==> config.mk <==
export PLATFORM = sky130hd
export DESIGN_NAME = camRenameMap
export DESIGN_NICKNAME = d
export VERILOG_FILES = /design/src/rtl/camRenamePkg.sv /design/src/rtl/camRenameCtrl.sv /design/src/rtl/camRenameData.sv /design/src/rtl/camRenameMap.sv
export SDC_FILE = /design/constraint.sdc
export NUM_CORES = 2
export LEC_CHECK = 0
export CAP_MARGIN = 20
export CORE_ASPECT_RATIO = 0.75
export CORE_MARGIN = 4
export CORE_UTILIZATION = 50
export CTS_CLUSTER_DIAMETER = 200
export CTS_CLUSTER_SIZE = 25
export DETAILED_ROUTE_END_ITERATION = 8
export PLACE_DENSITY = 0.66
export SYNTH_ARGS = -nofsm -noshare
export SYNTH_HDL_FRONTEND = slang
export SYNTH_SLANG_ARGS = --single-unit
==> constraint.sdc <==
create_clock -name clk -period 7.7 [get_ports clk]
set_clock_uncertainty 0.05 [all_clocks]
set_input_delay 1.54 -clock clk [delete_from_list [all_inputs] [get_ports clk]]
set_output_delay 1.54 -clock clk [all_outputs]
set_load 0.02 [all_outputs]
==> src/rtl/camRenamePkg.sv <==
package camRenamePkg;
  // Strobes from the control to the datapath, one per state update.
  typedef struct packed {
    logic renWrite;
    logic commitWrite;
    logic flushCopy;
  } camStrobes_t;
endpackage

==> src/rtl/camRenameCtrl.sv <==
module camRenameCtrl
  import camRenamePkg::*;
(
  input  logic        renValid,
  input  logic        commitValid,
  input  logic        flush,
  input  logic        anyFree,
  output camStrobes_t strobes,
  output logic        renStall
);
  always_comb begin
    strobes.flushCopy   = flush;
    strobes.commitWrite = commitValid;
    // A recovery cycle discards a rename that arrives with it.
    strobes.renWrite    = renValid && anyFree && !flush;
    renStall            = renValid && !anyFree;
  end
endmodule

==> src/rtl/camRenameData.sv <==
module camRenameData
  import camRenamePkg::*;
#(
  parameter int NUM_ENTRIES = 64,
  parameter int ARCH_BITS   = 5,
  parameter int PHYS_BITS   = $clog2(NUM_ENTRIES)
) (
  input  logic                   clk,
  input  logic                   rstN,
  input  camStrobes_t            strobes,
  input  logic [ARCH_BITS-1:0]   lookupArch,
  output logic [PHYS_BITS-1:0]   lookupPhys,
  output logic                   lookupHit,
  input  logic [ARCH_BITS-1:0]   renArch,
  input  logic [PHYS_BITS-1:0]   commitPhys,
  output logic [PHYS_BITS-1:0]   renPhys,
  output logic                   anyFree,
  output logic [NUM_ENTRIES-1:0] curVec,
  output logic [NUM_ENTRIES-1:0] comVec
);
  localparam int NUM_ARCH = 1 << ARCH_BITS;

  logic [ARCH_BITS-1:0]   archTag [NUM_ENTRIES];
  logic [NUM_ENTRIES-1:0] curValid, comValid;
  logic [NUM_ENTRIES-1:0] lookMatch, renMatch, retireMatch;
  logic [NUM_ENTRIES-1:0] commitHot, freeVec, allocHot, nextCom;
  logic [ARCH_BITS-1:0]   retireArch;

  assign retireArch = archTag[commitPhys];

  // One comparator set per entry.
  for (genvar e = 0; e < NUM_ENTRIES; e++) begin : gEntry
    assign lookMatch[e]   = curValid[e] && (archTag[e] == lookupArch);
    assign renMatch[e]    = curValid[e] && (archTag[e] == renArch);
    assign retireMatch[e] = comValid[e] && (archTag[e] == retireArch);
    assign commitHot[e]   = strobes.commitWrite && (PHYS_BITS'(e) == commitPhys);
    assign freeVec[e]     = !curValid[e] && !comValid[e] && !commitHot[e];
  end

  // Encoder for the single current match.
  always_comb begin
    lookupPhys = '0;
    for (int e = 0; e < NUM_ENTRIES; e++)
      if (lookMatch[e]) lookupPhys = lookupPhys | PHYS_BITS'(e);
    lookupHit = |lookMatch;
  end

  // Lowest index wins: scan downward so the last assignment is the lowest.
  always_comb begin
    renPhys = '0;
    for (int e = NUM_ENTRIES - 1; e >= 0; e--)
      if (freeVec[e]) renPhys = PHYS_BITS'(e);
    anyFree  = |freeVec;
    allocHot = '0;
    allocHot[renPhys] = anyFree;
  end

  always_comb begin
    nextCom = comValid;
    if (strobes.commitWrite)
      nextCom = (comValid & ~(retireMatch & ~commitHot)) | commitHot;
  end

  always_ff @(posedge clk) begin
    if (!rstN) begin
      for (int e = 0; e < NUM_ENTRIES; e++) begin
        archTag[e]  <= (e < NUM_ARCH) ? ARCH_BITS'(e) : '0;
        curValid[e] <= (e < NUM_ARCH);
        comValid[e] <= (e < NUM_ARCH);
      end
    end else begin
      comValid <= nextCom;
      if (strobes.flushCopy) begin
        curValid <= nextCom;
      end else if (strobes.renWrite) begin
        curValid         <= (curValid & ~renMatch) | allocHot;
        archTag[renPhys] <= renArch;
      end
    end
  end

  assign curVec = curValid;
  assign comVec = comValid;
endmodule

==> src/rtl/camRenameMap.sv <==
module camRenameMap
  import camRenamePkg::*;
#(
  parameter int NUM_ENTRIES = 64,
  parameter int ARCH_BITS   = 5,
  localparam int PHYS_BITS  = $clog2(NUM_ENTRIES)
) (
  input  logic                 clk,
  input  logic                 rstN,
  input  logic [ARCH_BITS-1:0] lookupArch,
  output logic [PHYS_BITS-1:0] lookupPhys,
  output logic                 lookupHit,
  input  logic                 renValid,
  input  logic [ARCH_BITS-1:0] renArch,
  output logic [PHYS_BITS-1:0] renPhys,
  output logic                 renStall,
  input  logic                 commitValid,
  input  logic [PHYS_BITS-1:0] commitPhys,
  input  logic                 flush
);
  camStrobes_t            strobes;
  logic                   anyFree;
  logic [NUM_ENTRIES-1:0] curVec, comVec;

  camRenameCtrl uCtrl (
    .renValid(renValid), .commitValid(commitValid), .flush(flush),
    .anyFree(anyFree), .strobes(strobes), .renStall(renStall)
  );

  camRenameData #(
    .NUM_ENTRIES(NUM_ENTRIES), .ARCH_BITS(ARCH_BITS), .PHYS_BITS(PHYS_BITS)
  ) uData (
    .clk(clk), .rstN(rstN), .strobes(strobes),
    .lookupArch(lookupArch), .lookupPhys(lookupPhys), .lookupHit(lookupHit),
    .renArch(renArch), .commitPhys(commitPhys),
    .renPhys(renPhys), .anyFree(anyFree),
    .curVec(curVec), .comVec(comVec)
  );
endmodule

==> impl_metrics.py <==
metrics = {
    "outcome": {
        "status": "finished clean",
    },
    "placement": {
        "io_buffers": 34,
        "gp_congestion": 1.07,
        "post_dp_cell_area_um2": 36800,
        "dp.cells": 4636,
        "dp_worst_setup_slack_ns": 0.644,
        "hpwl_um": 124000,
    },
    "power": {
        "power.total_mw": 5.88,
        "power.density_nw_per_um2": 157,
        "ir_worst_vdd_mv": 0.181,
        "p_leak_nw": 12.4,
    },
    "logic_synthesis": {
        "synthCells": 3764,
        "syn_nets": 3785,
        "synth_most_common_cell": "xor2_1",
        "synthesis.area_um2": 35000,
        "ys_ff_latch": 448,
        "synth_area_per_cell_um2": 9.31,
        "synth-warning-count": 0,
        "yosys.area.top_type": "edfxtp_1",
        "synth_cell_types": 111,
        "synth_ff_type": "edfxtp_1",
        "async_flop_share": 0,
        "synth_common_cells": "516 x xor2_1, 421 x xnor2_1, 412 x nor2_1",
        "synth_edf_count": 320,
        "yosysTopAreaCellShare": 0.274,
        "yosysSeqAreaShare": 0.347,
        "synthTopCellsByArea": "edfxtp_1 27%, xor2_1 13%, xnor2_1 11%",
    },
    "critical_path": {
        "cp_data_arrival_time_ns": 5.71,
        "cp.required_ns": 6.11,
        "cp_slowest_cell": "clkdlybuf4s50_1",
        "crit_family": "buffers and inverters",
        "crit_buf_inv": 6,
        "crit_fanout": 7,
        "start_kind": "input pin",
        "cp_common_cell": "buf_4",
        "crit_type": "input pin to output port",
        "cp-end-kind": "output port",
        "cp_cell_sequence": "clkdlybuf4s50_1, buf_4, nand3b_1, buf_4, o21ai_0, nor4b_1, buf_4, a21boi_0, o2111ai_1, o21a_1, inv_2, clkdlybuf4s50_1",
        "cp_slowest_stage_delay_ns": 0.83,
    },
    "global_route": {
        "antenna_found_initial": 8,
        "grt_pass1_wl_um": 230000,
        "grt_usage": 0.428,
        "grt_max_degree": 64,
        "grt_overflow_total": 0,
        "grt_pass1_vias": 29400,
    },
    "hold_path": {
        "hold_class": "flip-flop to flip-flop",
    },
    "cells_and_area": {
        "finish.utilization": 0.543,
        "finalNonFillerCells": 4675,
        "nets": 3745,
        "design_area_um2": 37400,
        "fillCellCount": 6355,
        "register_area_um2": 12200,
        "area_growth_pct": 6.81,
        "layout-drive-gt1-share": 0.108,
        "multiInputGateArea_um2": 21400,
    },
    "timing": {
        "finalSetupViolCount": 0,
        "setup_tns_ns": 0,
        "hold_viol": 0,
        "slew_viol_final": 0,
        "max-slew-margin-rel": 0.288,
        "fmax_mhz": 137,
        "rsz0062_at_grt": "no",
        "worst_pin_slew_ns": 1.06,
        "fin_crit_ns": 7.30,
        "whs_ns": 0.460,
        "period_share": 0.949,
        "setup_ws_ns": 0.396,
    },
    "die": {
        "io_pins": 35,
        "die-width_um": 314,
        "design.core.area_um2": 69000,
        "rows": 83,
        "die_area_um2": 74400,
        "chipHeight_um": 237,
        "start_util": 0.508,
    },
    "detailed_routing": {
        "post_drt_wl_per_cell_um": 35.1,
        "drt-pass1-iter-count": 8,
        "ant_nets": 0,
        "route.detailed.drc": 0,
        "wirelength_um": 164000,
        "viasPerCell": 6.95,
        "num_vias": 32500,
        "first_iter_violations": 5891,
    },
    "clock_network": {
        "cts_buffer_depth": 3,
        "cts.clk_slew.worst_paths_ns": 0.12,
        "root_buffer": "clkbuf_16",
        "cts_hold_buf": 0,
        "post_cts_resize_count": 0,
        "clkLatencyLatePin_ns": 0.62,
        "postCtsSetupRepairBufs": 0,
        "cts_tree": "yes",
        "cts_htree_levels": 1,
        "clkSinkCount": 448,
        "cts_buffers": 21,
    },
    "flow_run": {
        "cap_violations": 0,
    },
}
## sequential cells by signal, summed over array words and instances, names as in the netlist
| name | flops |
|---|---|
| uData.archTag | 320 |
| uData.comVec | 64 |
| uData.curVec | 64 |
## path summary, 6_finish.rpt
check,from,end,slack (ns),cells after the start
worst min-delay path,uData.comVec[35]$_SDFF_PN0_,uData.comVec[35]$_SDFF_PN0_,0.46,2
worst max register to register,uData.curVec[10]$_SDFFE_PN1P_,uData.archTag[32][4]$_SDFFCE_PN0P_,2.83,10
worst min register to register,uData.comVec[35]$_SDFF_PN0_,uData.comVec[35]$_SDFF_PN0_,0.46,2
worst max-delay path,commitPhys[4],renPhys[2],0.40,12
## routing by layer
| layer | part of all wire | GRT usage | vias up | routed length (um) |
|---|---|---|---|---|
| met5 | 0.00042 | 0 | - | 69 |
| met4 | 0.036 | 0.115 | 10 | 5890 |
| met3 | 0.17 | 0.173 | 335 | 27900 |
| met2 | 0.38 | 0.564 | 2750 | 62200 |
| met1 | 0.41 | 0.639 | 15900 | 67900 |
| li1 | - | - | 13500 | - |
## layout make-up
| cell class | count | share of cell area |
|---|---|---|
| clock inverters | 2 | 0.000334 |
| multi-input cells | 2997 | 0.573 |
| well taps | 935 | 0.0312 |
| clock buffers | 36 | 0.0155 |
| diodes | 1 | 0.0000668 |
| repair buffers | 239 | 0.0532 |
| inverters | 17 | 0.00170 |
| flip-flops and latches | 448 | 0.325 |
## power by group
group          total [mW]  switching (mW)  leakage (nW)  internal, mW
combinational        1.70            1.11          8.13         0.597
clock                1.37           0.848         0.285         0.525
sequential           2.81           0.152          3.99          2.65
## placed cells by master (no fill, tap or decap), types with 14 or more instances in the layout
| cell | synthesis | final |
|---|---|---|
| a211oi_1 | 56 | 55 |
| xor2_1 | 516 | 516 |
| o21ai_0 | 156 | 156 |
| a311oi_1 | 18 | 18 |
| o211ai_1 | 29 | 29 |
| edfxtp_1 | 320 | 320 |
| nand2_1 | 237 | 233 |
| buf_4 | 26 | 204 |
| o31ai_1 | 28 | 28 |
| dfxtp_1 | 128 | 128 |
| clkdlybuf4s50_1 | 0 | 17 |
| clkbuf_16 | 0 | 21 |
| a21oi_1 | 67 | 67 |
| nand3_1 | 110 | 109 |
| and3_1 | 45 | 45 |
| nor3_1 | 81 | 79 |
| a22oi_1 | 32 | 32 |
| a211o_1 | 19 | 19 |
| and2_1 | 14 | 14 |
| nor2_1 | 412 | 411 |
| mux2i_1 | 74 | 74 |
| nand2b_1 | 22 | 22 |
| o31a_1 | 17 | 17 |
| a31oi_1 | 49 | 48 |
| nor4_1 | 107 | 107 |
| nand4_1 | 68 | 68 |
| mux4_2 | 47 | 47 |
| or3_1 | 25 | 25 |
| a21boi_0 | 29 | 29 |
| clkbuf_1 | 152 | 15 |
| xnor2_1 | 421 | 421 |
| nand2_2 | 14 | 18 |
| nand4b_1 | 16 | 16 |
## worst register-to-register path, stage by stage, from the launching register on
cell	delay, ns
dfxtp_1	0.36
nor2_1	0.66
a21boi_0	0.56
or3_1	0.23
o211ai_1	0.19
a211oi_1	0.71
nor3_2	0.20
buf_4	0.33
nand3b_1	0.31
buf_12	0.22
o21ai_0	0.67
## cell families (layout without fill, tap and decap cells)
family                 after synthesis  in the layout  share of synthesized area
AND/OR/NAND/NOR                   1273           1273                      0.187
XOR/XNOR                           937            937                      0.234
AO/OA/AOI/OAI                      663            663                      0.135
flip-flops                         448            448                      0.347
buffers and inverters              319            294                     0.0442
multiplexers                       124            124                     0.0523
other                                0              1                          0
(Power assumes the default switching activity.)
